[src/rtl/ds1_split_pkg.sv]
package ds1_split_pkg;
  localparam int DS1_SLOTS  = 24;
  localparam int DS1_SLOT_W = 8;
  localparam int NUM_LANES  = 2;

  typedef enum logic {ALLOC_INTERLEAVE = 1'b0, ALLOC_BLOCK = 1'b1} alloc_e;

  // lane that owns zero-based slot s
  function automatic int slot_lane(input int s, input logic blk, input int nslots);
    if (blk) return (s >= nslots / 2) ? 1 : 0;
    return s % 2;
  endfunction

  // position of zero-based slot s within its lane
  function automatic int slot_pos(input int s, input logic blk, input int nslots);
    if (blk) return s % (nslots / 2);
    return s / 2;
  endfunction
endpackage

[src/rtl/ds1_splitter.sv]
module ds1_splitter
  import ds1_split_pkg::*;
#(
  parameter int SLOTS  = DS1_SLOTS,
  parameter int SLOT_W = DS1_SLOT_W
) (
  input  logic                   clk,
  input  logic                   rst_n,
  input  logic                   bit_vld,
  input  logic                   bit_in,
  input  logic                   frm_start,
  input  logic                   mode_in,
  output logic [1:0]             lane_vld,
  output logic [1:0]             lane_sof,
  output logic [1:0][SLOT_W-1:0] lane_data
);
  localparam int PAY_BITS = SLOTS * SLOT_W;
  localparam int CNT_W    = $clog2(PAY_BITS + 1);

  logic              synced;
  logic [CNT_W-1:0]  bit_cnt;
  logic [SLOT_W-2:0] shreg;
  logic              mode_q;

  logic              start_evt, pay_evt, slot_done, last_bit, dest_lane;
  logic [SLOT_W-1:0] byte_out;
  int                slot_idx, bit_ofs;

  always_comb begin
    start_evt = bit_vld & frm_start;
    pay_evt   = bit_vld & ~frm_start & synced;
    slot_idx  = int'(bit_cnt) / SLOT_W;
    bit_ofs   = int'(bit_cnt) % SLOT_W;
    slot_done = pay_evt && (bit_ofs == SLOT_W - 1);
    last_bit  = pay_evt && (bit_cnt == CNT_W'(PAY_BITS - 1));
    dest_lane = 1'(slot_lane(slot_idx, mode_q, SLOTS));
    byte_out  = {shreg, bit_in};
  end

  always_ff @(posedge clk or negedge rst_n) begin
    if (!rst_n) begin
      synced    <= 1'b0;
      bit_cnt   <= '0;
      shreg     <= '0;
      mode_q    <= 1'b0;
      lane_vld  <= '0;
      lane_sof  <= '0;
      lane_data <= '0;
    end else begin
      lane_vld <= '0;
      lane_sof <= '0;
      if (start_evt) begin
        synced   <= 1'b1;
        bit_cnt  <= '0;
        mode_q   <= mode_in;
        lane_vld <= '1;
        lane_sof <= '1;
        for (int l = 0; l < NUM_LANES; l++) lane_data[l] <= SLOT_W'(bit_in);
      end else if (pay_evt) begin
        shreg   <= {shreg[SLOT_W-3:0], bit_in};
        bit_cnt <= bit_cnt + CNT_W'(1);
        if (last_bit) synced <= 1'b0;
        if (slot_done) begin
          lane_vld[dest_lane]  <= 1'b1;
          lane_data[dest_lane] <= byte_out;
        end
      end
    end
  end


  f_dup_chk: assert property (@(posedge clk) disable iff (!rst_n)
    start_evt |=> (&lane_sof) && (&lane_vld) && (lane_data[0] == lane_data[1])
                  && (lane_data[0] == SLOT_W'($past(bit_in))));

  single_lane_chk: assert property (@(posedge clk) disable iff (!rst_n)
    (lane_sof == '0) |-> $onehot0(lane_vld));

  idle_quiet_chk: assert property (@(posedge clk) disable iff (!rst_n)
    (!synced && !start_evt) |=> (lane_vld == '0));
endmodule

[src/rtl/ds1_lane_collector.sv]
module ds1_lane_collector #(
  parameter int SPL    = 12,
  parameter int SLOT_W = 8
) (
  input  logic                     clk,
  input  logic                     rst_n,
  input  logic                     vld,
  input  logic                     sof,
  input  logic [SLOT_W-1:0]        data,
  input  logic                     down,
  input  logic                     clear,
  output logic [SPL-1:0][SLOT_W-1:0] slots,
  output logic                     fbit,
  output logic                     done
);
  localparam int POS_W = $clog2(SPL);

  logic             capturing;
  logic [POS_W-1:0] cnt;

  always_ff @(posedge clk or negedge rst_n) begin
    if (!rst_n) begin
      slots     <= '0;
      fbit      <= 1'b0;
      done      <= 1'b0;
      capturing <= 1'b0;
      cnt       <= '0;
    end else begin
      if (clear) done <= 1'b0;
      if (down) begin
        capturing <= 1'b0;
        done      <= 1'b0;
      end else if (vld) begin
        if (sof) begin
          fbit      <= data[0];
          cnt       <= '0;
          capturing <= 1'b1;
          done      <= 1'b0;
        end else if (capturing) begin
          slots[cnt] <= data;
          cnt        <= cnt + POS_W'(1);
          if (cnt == POS_W'(SPL - 1)) begin
            capturing <= 1'b0;
            done      <= 1'b1;
          end
        end
      end
    end
  end
endmodule

[src/rtl/ds1_frame_serializer.sv]
module ds1_frame_serializer #(
  parameter int FB = 193
) (
  input  logic          clk,
  input  logic          rst_n,
  input  logic          load,
  input  logic [FB-1:0] frame,
  output logic          out_vld,
  output logic          out_bit,
  output logic          out_fs
);
  localparam int LW = $clog2(FB + 1);

  logic [FB-1:0] sh;
  logic [LW-1:0] left;
  logic [LW-1:0] run_cnt;

  always_ff @(posedge clk or negedge rst_n) begin
    if (!rst_n) begin
      sh      <= '0;
      left    <= '0;
      out_vld <= 1'b0;
      out_bit <= 1'b0;
      out_fs  <= 1'b0;
    end else begin
      out_fs <= 1'b0;
      if (load) begin
        sh      <= {frame[FB-2:0], 1'b0};
        out_bit <= frame[FB-1];
        out_fs  <= 1'b1;
        out_vld <= 1'b1;
        left    <= LW'(FB - 1);
      end else if (left != '0) begin
        out_bit <= sh[FB-1];
        sh      <= {sh[FB-2:0], 1'b0};
        left    <= left - LW'(1);
        out_vld <= 1'b1;
      end else begin
        out_vld <= 1'b0;
      end
    end
  end

  // run length observer for the checks below
  always_ff @(posedge clk or negedge rst_n) begin
    if (!rst_n)       run_cnt <= '0;
    else if (out_fs)  run_cnt <= LW'(1);
    else if (out_vld) run_cnt <= run_cnt + LW'(1);
  end


  fs_in_run_chk: assert property (@(posedge clk) disable iff (!rst_n)
    out_fs |-> out_vld);

  run_len_chk: assert property (@(posedge clk) disable iff (!rst_n)
    $fell(out_vld) |-> (run_cnt == LW'(FB)));
endmodule

[src/rtl/ds1_combiner.sv]
module ds1_combiner
  import ds1_split_pkg::*;
#(
  parameter int SLOTS  = DS1_SLOTS,
  parameter int SLOT_W = DS1_SLOT_W
) (
  input  logic                   clk,
  input  logic                   rst_n,
  input  logic [1:0]             ln_vld,
  input  logic [1:0]             ln_sof,
  input  logic [1:0][SLOT_W-1:0] ln_data,
  input  logic [1:0]             lane_down,
  input  logic                   mode_in,
  output logic                   out_vld,
  output logic                   out_bit,
  output logic                   out_fs
);
  localparam int SPL   = SLOTS / 2;
  localparam int POS_W = $clog2(SPL);
  localparam int FB    = 1 + SLOTS * SLOT_W;

  logic [1:0][SPL-1:0][SLOT_W-1:0] col_slots;
  logic [1:0]                      col_f, col_done;
  logic                            mode_c, all_down, load;
  logic [FB-1:0]                   frame;

  for (genvar l = 0; l < NUM_LANES; l++) begin : g_lane
    ds1_lane_collector #(.SPL(SPL), .SLOT_W(SLOT_W)) u_col (
      .clk  (clk),
      .rst_n(rst_n),
      .vld  (ln_vld[l]),
      .sof  (ln_sof[l]),
      .data (ln_data[l]),
      .down (lane_down[l]),
      .clear(load),
      .slots(col_slots[l]),
      .fbit (col_f[l]),
      .done (col_done[l])
    );
  end

  always_ff @(posedge clk or negedge rst_n) begin
    if (!rst_n) mode_c <= 1'b0;
    else if (|(ln_vld & ln_sof & ~lane_down)) mode_c <= mode_in;
  end

  always_comb begin
    all_down = &lane_down;
    load     = !all_down && (&(col_done | lane_down));
  end

  always_comb begin
    logic             ln;
    logic [POS_W-1:0] ps;
    frame = '0;
    frame[FB-1] = lane_down[0] ? col_f[1] : col_f[0];
    for (int s = 0; s < SLOTS; s++) begin
      ln = 1'(slot_lane(s, mode_c, SLOTS));
      ps = POS_W'(slot_pos(s, mode_c, SLOTS));
      frame[FB-2-s*SLOT_W -: SLOT_W] = lane_down[ln] ? {SLOT_W{1'b1}} : col_slots[ln][ps];
    end
  end

  ds1_frame_serializer #(.FB(FB)) u_ser (
    .clk    (clk),
    .rst_n  (rst_n),
    .load   (load),
    .frame  (frame),
    .out_vld(out_vld),
    .out_bit(out_bit),
    .out_fs (out_fs)
  );


  load_to_fs_chk: assert property (@(posedge clk) disable iff (!rst_n)
    load |=> out_fs && (out_bit == $past(frame[FB-1])));

  both_down_quiet_chk: assert property (@(posedge clk) disable iff (!rst_n)
    $past(&lane_down) |-> !out_fs);
endmodule

[src/rtl/ds1_dual_lane.sv]
module ds1_dual_lane
  import ds1_split_pkg::*;
#(
  parameter int SLOTS  = DS1_SLOTS,
  parameter int SLOT_W = DS1_SLOT_W
) (
  input  logic                   clk,
  input  logic                   rst_n,
  input  logic                   tx_bit_vld,
  input  logic                   tx_bit,
  input  logic                   tx_frm_start,
  input  logic                   tx_mode,
  output logic [1:0]             tx_lane_vld,
  output logic [1:0]             tx_lane_sof,
  output logic [1:0][SLOT_W-1:0] tx_lane_data,
  input  logic [1:0]             rx_lane_vld,
  input  logic [1:0]             rx_lane_sof,
  input  logic [1:0][SLOT_W-1:0] rx_lane_data,
  input  logic [1:0]             rx_lane_down,
  input  logic                   rx_mode,
  output logic                   rx_vld,
  output logic                   rx_bit,
  output logic                   rx_fs
);
  ds1_splitter #(.SLOTS(SLOTS), .SLOT_W(SLOT_W)) u_split (
    .clk      (clk),
    .rst_n    (rst_n),
    .bit_vld  (tx_bit_vld),
    .bit_in   (tx_bit),
    .frm_start(tx_frm_start),
    .mode_in  (tx_mode),
    .lane_vld (tx_lane_vld),
    .lane_sof (tx_lane_sof),
    .lane_data(tx_lane_data)
  );

  ds1_combiner #(.SLOTS(SLOTS), .SLOT_W(SLOT_W)) u_comb (
    .clk      (clk),
    .rst_n    (rst_n),
    .ln_vld   (rx_lane_vld),
    .ln_sof   (rx_lane_sof),
    .ln_data  (rx_lane_data),
    .lane_down(rx_lane_down),
    .mode_in  (rx_mode),
    .out_vld  (rx_vld),
    .out_bit  (rx_bit),
    .out_fs   (rx_fs)
  );
endmodule

[config.mk]
export PLATFORM = sky130hd
export DESIGN_NAME = ds1_dual_lane
export DESIGN_NICKNAME = d
export VERILOG_FILES = /design/src/rtl/ds1_split_pkg.sv /design/src/rtl/ds1_splitter.sv /design/src/rtl/ds1_lane_collector.sv /design/src/rtl/ds1_frame_serializer.sv /design/src/rtl/ds1_combiner.sv /design/src/rtl/ds1_dual_lane.sv
export SDC_FILE = /design/constraint.sdc
export NUM_CORES = 1
export LEC_CHECK = 0
export BUFFER_PORTS_ARGS = -buffer_cell sky130_fd_sc_hd__buf_2
export CAP_MARGIN = 20
export CELL_PAD_IN_SITES_DETAIL_PLACEMENT = 0
export CELL_PAD_IN_SITES_GLOBAL_PLACEMENT = 1
export CORE_UTILIZATION = 50
export CTS_CLUSTER_SIZE = 16
export DETAILED_ROUTE_END_ITERATION = 7
export GPL_TIMING_DRIVEN = 0
export PLACE_DENSITY = 0.9
export RECOVER_POWER = 100
export SYNTH_ARGS = -nofsm -noshare
export SYNTH_HDL_FRONTEND = slang
export SYNTH_SLANG_ARGS = --single-unit
[constraint.sdc]
create_clock -name clk -period 3.4 [get_ports clk]
set_clock_uncertainty 0.05 [all_clocks]
set_input_delay 0 -clock clk [delete_from_list [all_inputs] [get_ports clk]]
set_output_delay 0 -clock clk [all_outputs]
set_load 0.01 [all_outputs]
# ---- Word level (Yosys, flattened, before mapping)
# Cells that the tools add are included.
dict set report totals {
  regBits 448
  word_cells 310
  input_bits 29
  output_inout_bits 23
}
dict set report op_classes {
  n_eq_ne 4
  bitwise_logic 13
  reduce_logical 28
  n_lt_le_gt_ge 33
  add_sub_neg 4
  mux 182
}
# op count
set op_table {}
lappend op_table {{8-bit binary-select mux with 4-bit select} 23}
lappend op_table {{96-bit 2-to-1 mux} 6}
lappend op_table {{8-bit 2-to-1 mux} 54}
lappend op_table {{193-bit 2-to-1 mux} 2}
lappend op_table {{96-bit bitwise mux} 2}
lappend op_table {{4-bit 2-to-1 mux} 29}
lappend op_table {{4-bit by 5-bit < comparator with 1-bit output, second input constant} 23}
lappend op_table {{8-bit demux with 4-bit select} 2}
lappend op_table {{16-bit 2-to-1 mux} 3}
lappend op_table {{1-bit 2-to-1 mux} 46}
lappend op_table {{3-bit 2-to-1 mux} 6}
lappend op_table {{16-bit bitwise mux} 1}
lappend op_table {{2-bit nonzero test} 8}
lappend op_table {{2-bit 2-to-1 mux} 6}
lappend op_table {{3-bit AND reduction} 4}
lappend op_table {{3-bit by 5-bit < comparator with 1-bit output, second input constant} 2}
lappend op_table {{2-bit AND reduction} 5}
lappend op_table {{4-bit by 1-bit adder with 4-bit output, second input constant} 2}
lappend op_table {{8-bit by 1-bit adder with 8-bit output, second input constant} 1}
lappend op_table {{8-bit demux with 1-bit select} 1}
lappend op_table {{4-bit equality test, second input constant} 2}
lappend op_table {{8-bit equality test, second input constant} 1}
lappend op_table {{4-bit by 1-bit greater-or-equal comparator with 1-bit output, second input constant} 2}
lappend op_table {{1-bit by 2-bit < comparator with 1-bit output, second input constant} 4}
lappend op_table {{15 further kinds} 29}

# ---- Longest topological paths before layout
dict set report logic_depth {
  ltp_word 12
  ltp_mapped 10
  depth_no_buf 6
}

# ---- Hierarchy
# A second synthesis with hierarchy kept.
dict set report unflattened {
  cells_unflattened 2090
  hier_area_um2 22487.8
}
# mod cells_per_inst n_inst area_each_um2
set by_module_without_submodules {}
lappend by_module_without_submodules {ds1_frame_serializer 970 1 9751.9}
lappend by_module_without_submodules {ds1_lane_collector 266 2 4145.2}
lappend by_module_without_submodules {ds1_combiner 443 1 2811.4}
lappend by_module_without_submodules {ds1_splitter 145 1 1634.1}

# ---- Worst setup path before layout
# No wires, ideal clock.
dict set report synth_path {
  path_kind {register -> register}
  startpoint {register u_comb.u_ser.left[0]}
  endpoint {register u_comb.u_ser.sh[100]}
  path_stages_with_launch 10
  path_slack_ps 1453
  t_arrival_ps 1809
  setup_time_ps 87
  path_buffers 3
  cell_sequence {dfrtp_1 > inv_1 > ha_1 > nor3b_1 > and2_1 > clkbuf_1 > buf_2 > buf_4 > a21oi_1 > a22oi_1}
}
dict set report synth_via {
  elab_chain_cells 2
}
# element line_no
set synth_rtl {}
lappend synth_rtl {{start: declaration} ds1_frame_serializer.sv:15} ;# logic [LW-1:0] left;
lappend synth_rtl {{start signal: assignment} ds1_frame_serializer.sv:32} ;# left <= LW'(FB - 1);
lappend synth_rtl {{start signal: assignment} ds1_frame_serializer.sv:36} ;# left <= left - LW'(1);
lappend synth_rtl {{8-bit nonzero test} ds1_frame_serializer.sv:33} ;# end else if (left != '0) begin
lappend synth_rtl {{2-bit nonzero test (no line)} n/a}
lappend synth_rtl {{end signal: assignment} ds1_frame_serializer.sv:28} ;# sh <= {frame[FB-2:0], 1'b0};
lappend synth_rtl {{end signal: assignment} ds1_frame_serializer.sv:35} ;# sh <= {sh[FB-2:0], 1'b0};
lappend synth_rtl {{end: declaration} ds1_frame_serializer.sv:14} ;# logic [FB-1:0] sh;
# No other way between the ends.
# A chain may end at the register's enable or synchronous reset.

# ---- Final worst setup path
dict set report layout_path {
  startpoint {input rx_lane_down[0]}
  endpoint {register u_comb.u_ser.out_vld}
}
dict set report layout_via {
  elab_chain_cells 4
  word_cells_on_any_way 6
}
# element line_no
set layout_rtl {}
lappend layout_rtl {{start: declaration} ds1_dual_lane.sv:19} ;# input logic [1:0] rx_lane_down,
lappend layout_rtl {{2-bit OR or 2-bit AND reduction (tied branches)} {ds1_combiner.sv:49, ds1_combiner.sv:48}}
lappend layout_rtl {{2-bit AND reduction or 1-bit zero test (tied branches)} ds1_combiner.sv:49} ;# load = !all_down && (&(col_done | lane_down));
lappend layout_rtl {{1-bit logical AND (*)} ds1_combiner.sv:49}
lappend layout_rtl {{1-bit 2-to-1 mux (*)} ds1_frame_serializer.sv:27} ;# if (load) begin
lappend layout_rtl {{end signal: assignment} ds1_frame_serializer.sv:31} ;# out_vld <= 1'b1;
lappend layout_rtl {{end signal: assignment} ds1_frame_serializer.sv:37} ;# out_vld <= 1'b1;
lappend layout_rtl {{end signal: assignment} ds1_frame_serializer.sv:39} ;# out_vld <= 1'b0;
lappend layout_rtl {{end: declaration} ds1_frame_serializer.sv:8} ;# output logic out_vld,
# Mark *: on every way between the ends. The rest lies on a longest branch, timed or not.

==> impl_summary.md <==
Logic synthesis
In this run the cell area of the synthesized design comes to 0.0205 sq mm. In the synthesized netlist the dominant register cell turns out to be dfrtp_1. The number of enable flip-flop cells after synthesis is 0. The average instance in the mapped netlist occupies 10.8 sq um. The net count after synthesis is 1942. Synthesis instantiated 51 different standard cells from the library. The share of the Yosys chip area taken by registers is 0.543. The fraction of synthesis flops using an asynchronous set or reset pin is 1.00. In this run, synthesis produced a sequential element count of 446. Synthesis produced a netlist whose cell count is 1901. Yosys printed 0 warnings.

Power
The power density normalized to cell area is 619 mW/mm^2. The peak supply drop is 412 uV. The internal portion of the total power is 10.2 mW. The share of total power in combinational logic is 0.155. The clock group share of total power is 0.369. The static leakage is 10.7 nW. The relative contribution of sequential cells to total power is 0.476. The switching share of power is 0.294. In this run the power spent charging and discharging nets is 4.24 mW.

Routing
The first routing iteration left 2027 violations. The average vias per placed instance is 6.48. Detailed routing inserted a total of 16800 vias.

The count of nets left with antenna violations once routing finished came out at 0. The residual DRC count is 0. The number of search-and-repair iterations in the first detailed-routing pass is 6. The wire length per cell is 25.2 um. The final wirelength is 65500 um.

Timing
The max-slew violation total from the final report is 140. The worst path in the final design needs a cycle of 3.28 ns, including I/O delays and setup. The final-report hold violation count is 0. In the finished design, the share of the clock period the worst path needs comes to 0.966. In this run the tightest slew margin relative to its limit is -0.234.

The maximum clock frequency is 0.305 GHz. Setup repair after global routing left no endpoint under its margin. The worst path setup slack after routing is 0.117 ns.

Setup violations remaining at the end of the flow were counted as 0. At the pin with the least slew margin, the transition time is 1.85 ns.

Layout
The share of post-route cells with drive strength above 1 is 0.176. The final cell utilization of the core is 0.581. The relative area change from synthesis to final layout is 13.5%. The multi-input combinational cells in the finished layout cover a total of 0.00848 sq mm. The count of inserted antenna diode cells is 0. The top cell types in the final layout, fill and taps aside, are dfrtp_1, a21oi_1, nand2_1. The final net count is 2079.

After filler insertion, the fill cell instance count of the layout stands at 3330. The sequential cells in the finished layout cover a total of 0.0112 sq mm. The most common cell after layout, fill and taps aside is dfrtp_1.

Outcome
The checks that failed: max-capacitance violations, max-slew violations. The run finished, with violations left.

CTS
The clock-pin transition on the worst setup and hold timing paths is 0.06 ns. The clock drives 446 sinks. The count of H-tree levels built during CTS is 2. The number of buffers created by CTS is 48. TritonCTS built the clock tree.

In this run the deepest clock path goes through 3 buffers. At the later pin of the worst-skew pair, clock insertion delay measures 0.57 ns. After clock tree synthesis, the setup repair step added 0 buffers. The CTS root buffer is clkbuf_16.

Critical path
The sort of element at the start of the critical path is an input pin. Of all nets on the critical path, the largest fanout is 10. The data arrival at the endpoint of the critical path is 3.62 ns. The classification of the worst setup path is input pin to flop.

Data on the critical path is required at its endpoint by 3.74 ns. The number of cells traversed by the worst register-to-register path is 9. The worst setup path is captured at a flop.

Floorplan
The number of rows in the core area is 73. The starting density of the core is 0.512. The die covers 0.0419 sq mm. The y dimension of the die is 205 um. In this run the horizontal extent of the chip is 205 um. The number of I/O pins is 52. The region available for standard cell placement spans 0.0401 sq mm.

GRT
The maximum number of pins on one net before global-route repair is 111. The number of global-route vias before repair came to 16500. The total global-route track usage is 0.320.

The number of antenna violations at the first check in global routing is 2. Summed over all layers, the global routing overflow is 0. The wire length of the first global-routing pass is 100000 um.

Min path
The worst hold-check path type is input pin to flop. The hold path depth is 4.

Run
Across the run, the number of max-cap violations was 2.

Place
Summed over all nets, the half-perimeter wirelength after detailed placement is 44700 um. In this run the tool buffered the top-level ports with 48 buffer cells. At the end of routability-driven placement, the weighted congestion stood at 0.958. The post-placement worst setup slack is 0.305 ns.
## final timing paths
check                                      from                             to  slack (ns)
max                             rx_lane_down[0]           u_comb.u_ser.out_vld        0.12
min                             rx_lane_down[1]  u_comb.g_lane[1].u_col.cnt[3]        0.08
max reg2reg                u_comb.u_ser.left[0]           u_comb.u_ser.sh[185]        0.25
min reg2reg                u_comb.u_ser.left[7]           u_comb.u_ser.left[7]        0.44
max in group asynchronous                 rst_n            u_comb.u_ser.sh[57]        0.51
min in group asynchronous                 rst_n             u_split.bit_cnt[2]        0.98
## final cells by class
cell class	count	area share
buffer	171	0.0315
clock buffer	65	0.0599
clock inverter	22	0.00837
multi-input combinational	1265	0.364
timing repair buffer	87	0.0264
tap	525	0.0282
sequential	446	0.479
inverter	19	0.00306
## registers in the layout, indices dropped and copies added, names as in the netlist, 2 cells and up
register / flops
u_comb.g_lane.u_col.slots: 192
u_split.shreg: 7
u_split.bit_cnt: 8
u_comb.g_lane.u_col.cnt: 8
u_split.lane_vld: 2
u_comb.g_lane.u_col.fbit: 2
u_comb.u_ser.sh: 192
u_split.lane_data: 16
u_comb.g_lane.u_col.capturing: 2
u_comb.g_lane.u_col.done: 2
u_comb.u_ser.left: 8
## Yosys cell counts, types with 5 or more instances
library cell  number  area share
nor2_1            51      0.0093
and2_1             6      0.0018
buf_4             15      0.0055
nand3_1            9      0.0022
nand2b_1           9      0.0027
a22o_1            14      0.0060
inv_1             18      0.0033
nand4_1            5      0.0015
o21ai_0           11      0.0027
o22ai_1           85       0.026
nor3_1            42       0.010
mux2i_1           44       0.021
nor2b_1           47       0.014
nand2_2            7      0.0021
nand2_1          218       0.040
a32oi_1           39       0.017
mux2_2           202        0.11
a2111oi_0         42       0.018
a22oi_1           80       0.029
ha_1              12      0.0073
a21oi_1          289       0.070
buf_2             45       0.011
clkbuf_1         107       0.020
dfrtp_1          446        0.54
## power groups by stage
stage	Sequential [mW]	Clock, mW	Combinational [mW]
floorplan	6.68	0	1.54
global placement	6.89	0	2.08
detailed placement	6.92	0	2.19
CTS	6.84	5.34	2.23
global route	6.96	5.55	2.47
finish	6.88	5.33	2.24
## per-stage QoR
stage | instance area, sq um | hold slack (ns) | std cells | TNS (ns) | power, mW
finish | 23300 | 0.0777 | 2600 | 0 | 14.4
global route | 23300 | 0.130 | 2600 | 0 | 15.0
CTS | 23500 | 0.0485 | 2596 | 0 | 14.4
detailed placement | 21600 | -0.0656 | 2478 | 0 | 9.10
global placement | 21400 | 0.186 | 2474 | -2851.21 | 8.97
floorplan | 20500 | -0.346 | 1901 | 0 | 8.22
## metal layers
metal	up-vias	global-route usage	wire, um
met2	994	0.473	29100
met5	-	0	26
met4	4	0.177	3710
met1	8405	0.439	26200
li1	7210	-	-
met3	231	0.0659	6480
## cells by family (layout without fill, tap and decap cells)
kind of cell / count (synthesis) / count (layout) / synth area share
buffers and inverters: 190 / 364 / 0.0402
AO/OA/AOI/OAI: 579 / 579 / 0.175
flip-flops: 446 / 446 / 0.543
XOR/XNOR: 3 / 3 / 0.00128
multiplexers: 250 / 250 / 0.134
adder cells (fa/ha/maj): 12 / 12 / 0.00731
AND/OR/NAND/NOR: 421 / 421 / 0.0981
## critical path: stages
cell           delay, ns
dlygate4sd3_1       0.53
clkbuf_1            0.12
clkbuf_1            0.66
nand2b_1            0.30
a21o_1              0.14
buf_2               0.36
clkbuf_1            0.46
clkbuf_1            0.83
nand2_1             0.21
## timing repair
item | 4_1_cts | 5_1_grt
gates resized for setup | 0 | 0
hold buffers | 31 | 0
hold endpoints to repair | 318 | 0
(Power assumes the default switching activity.)
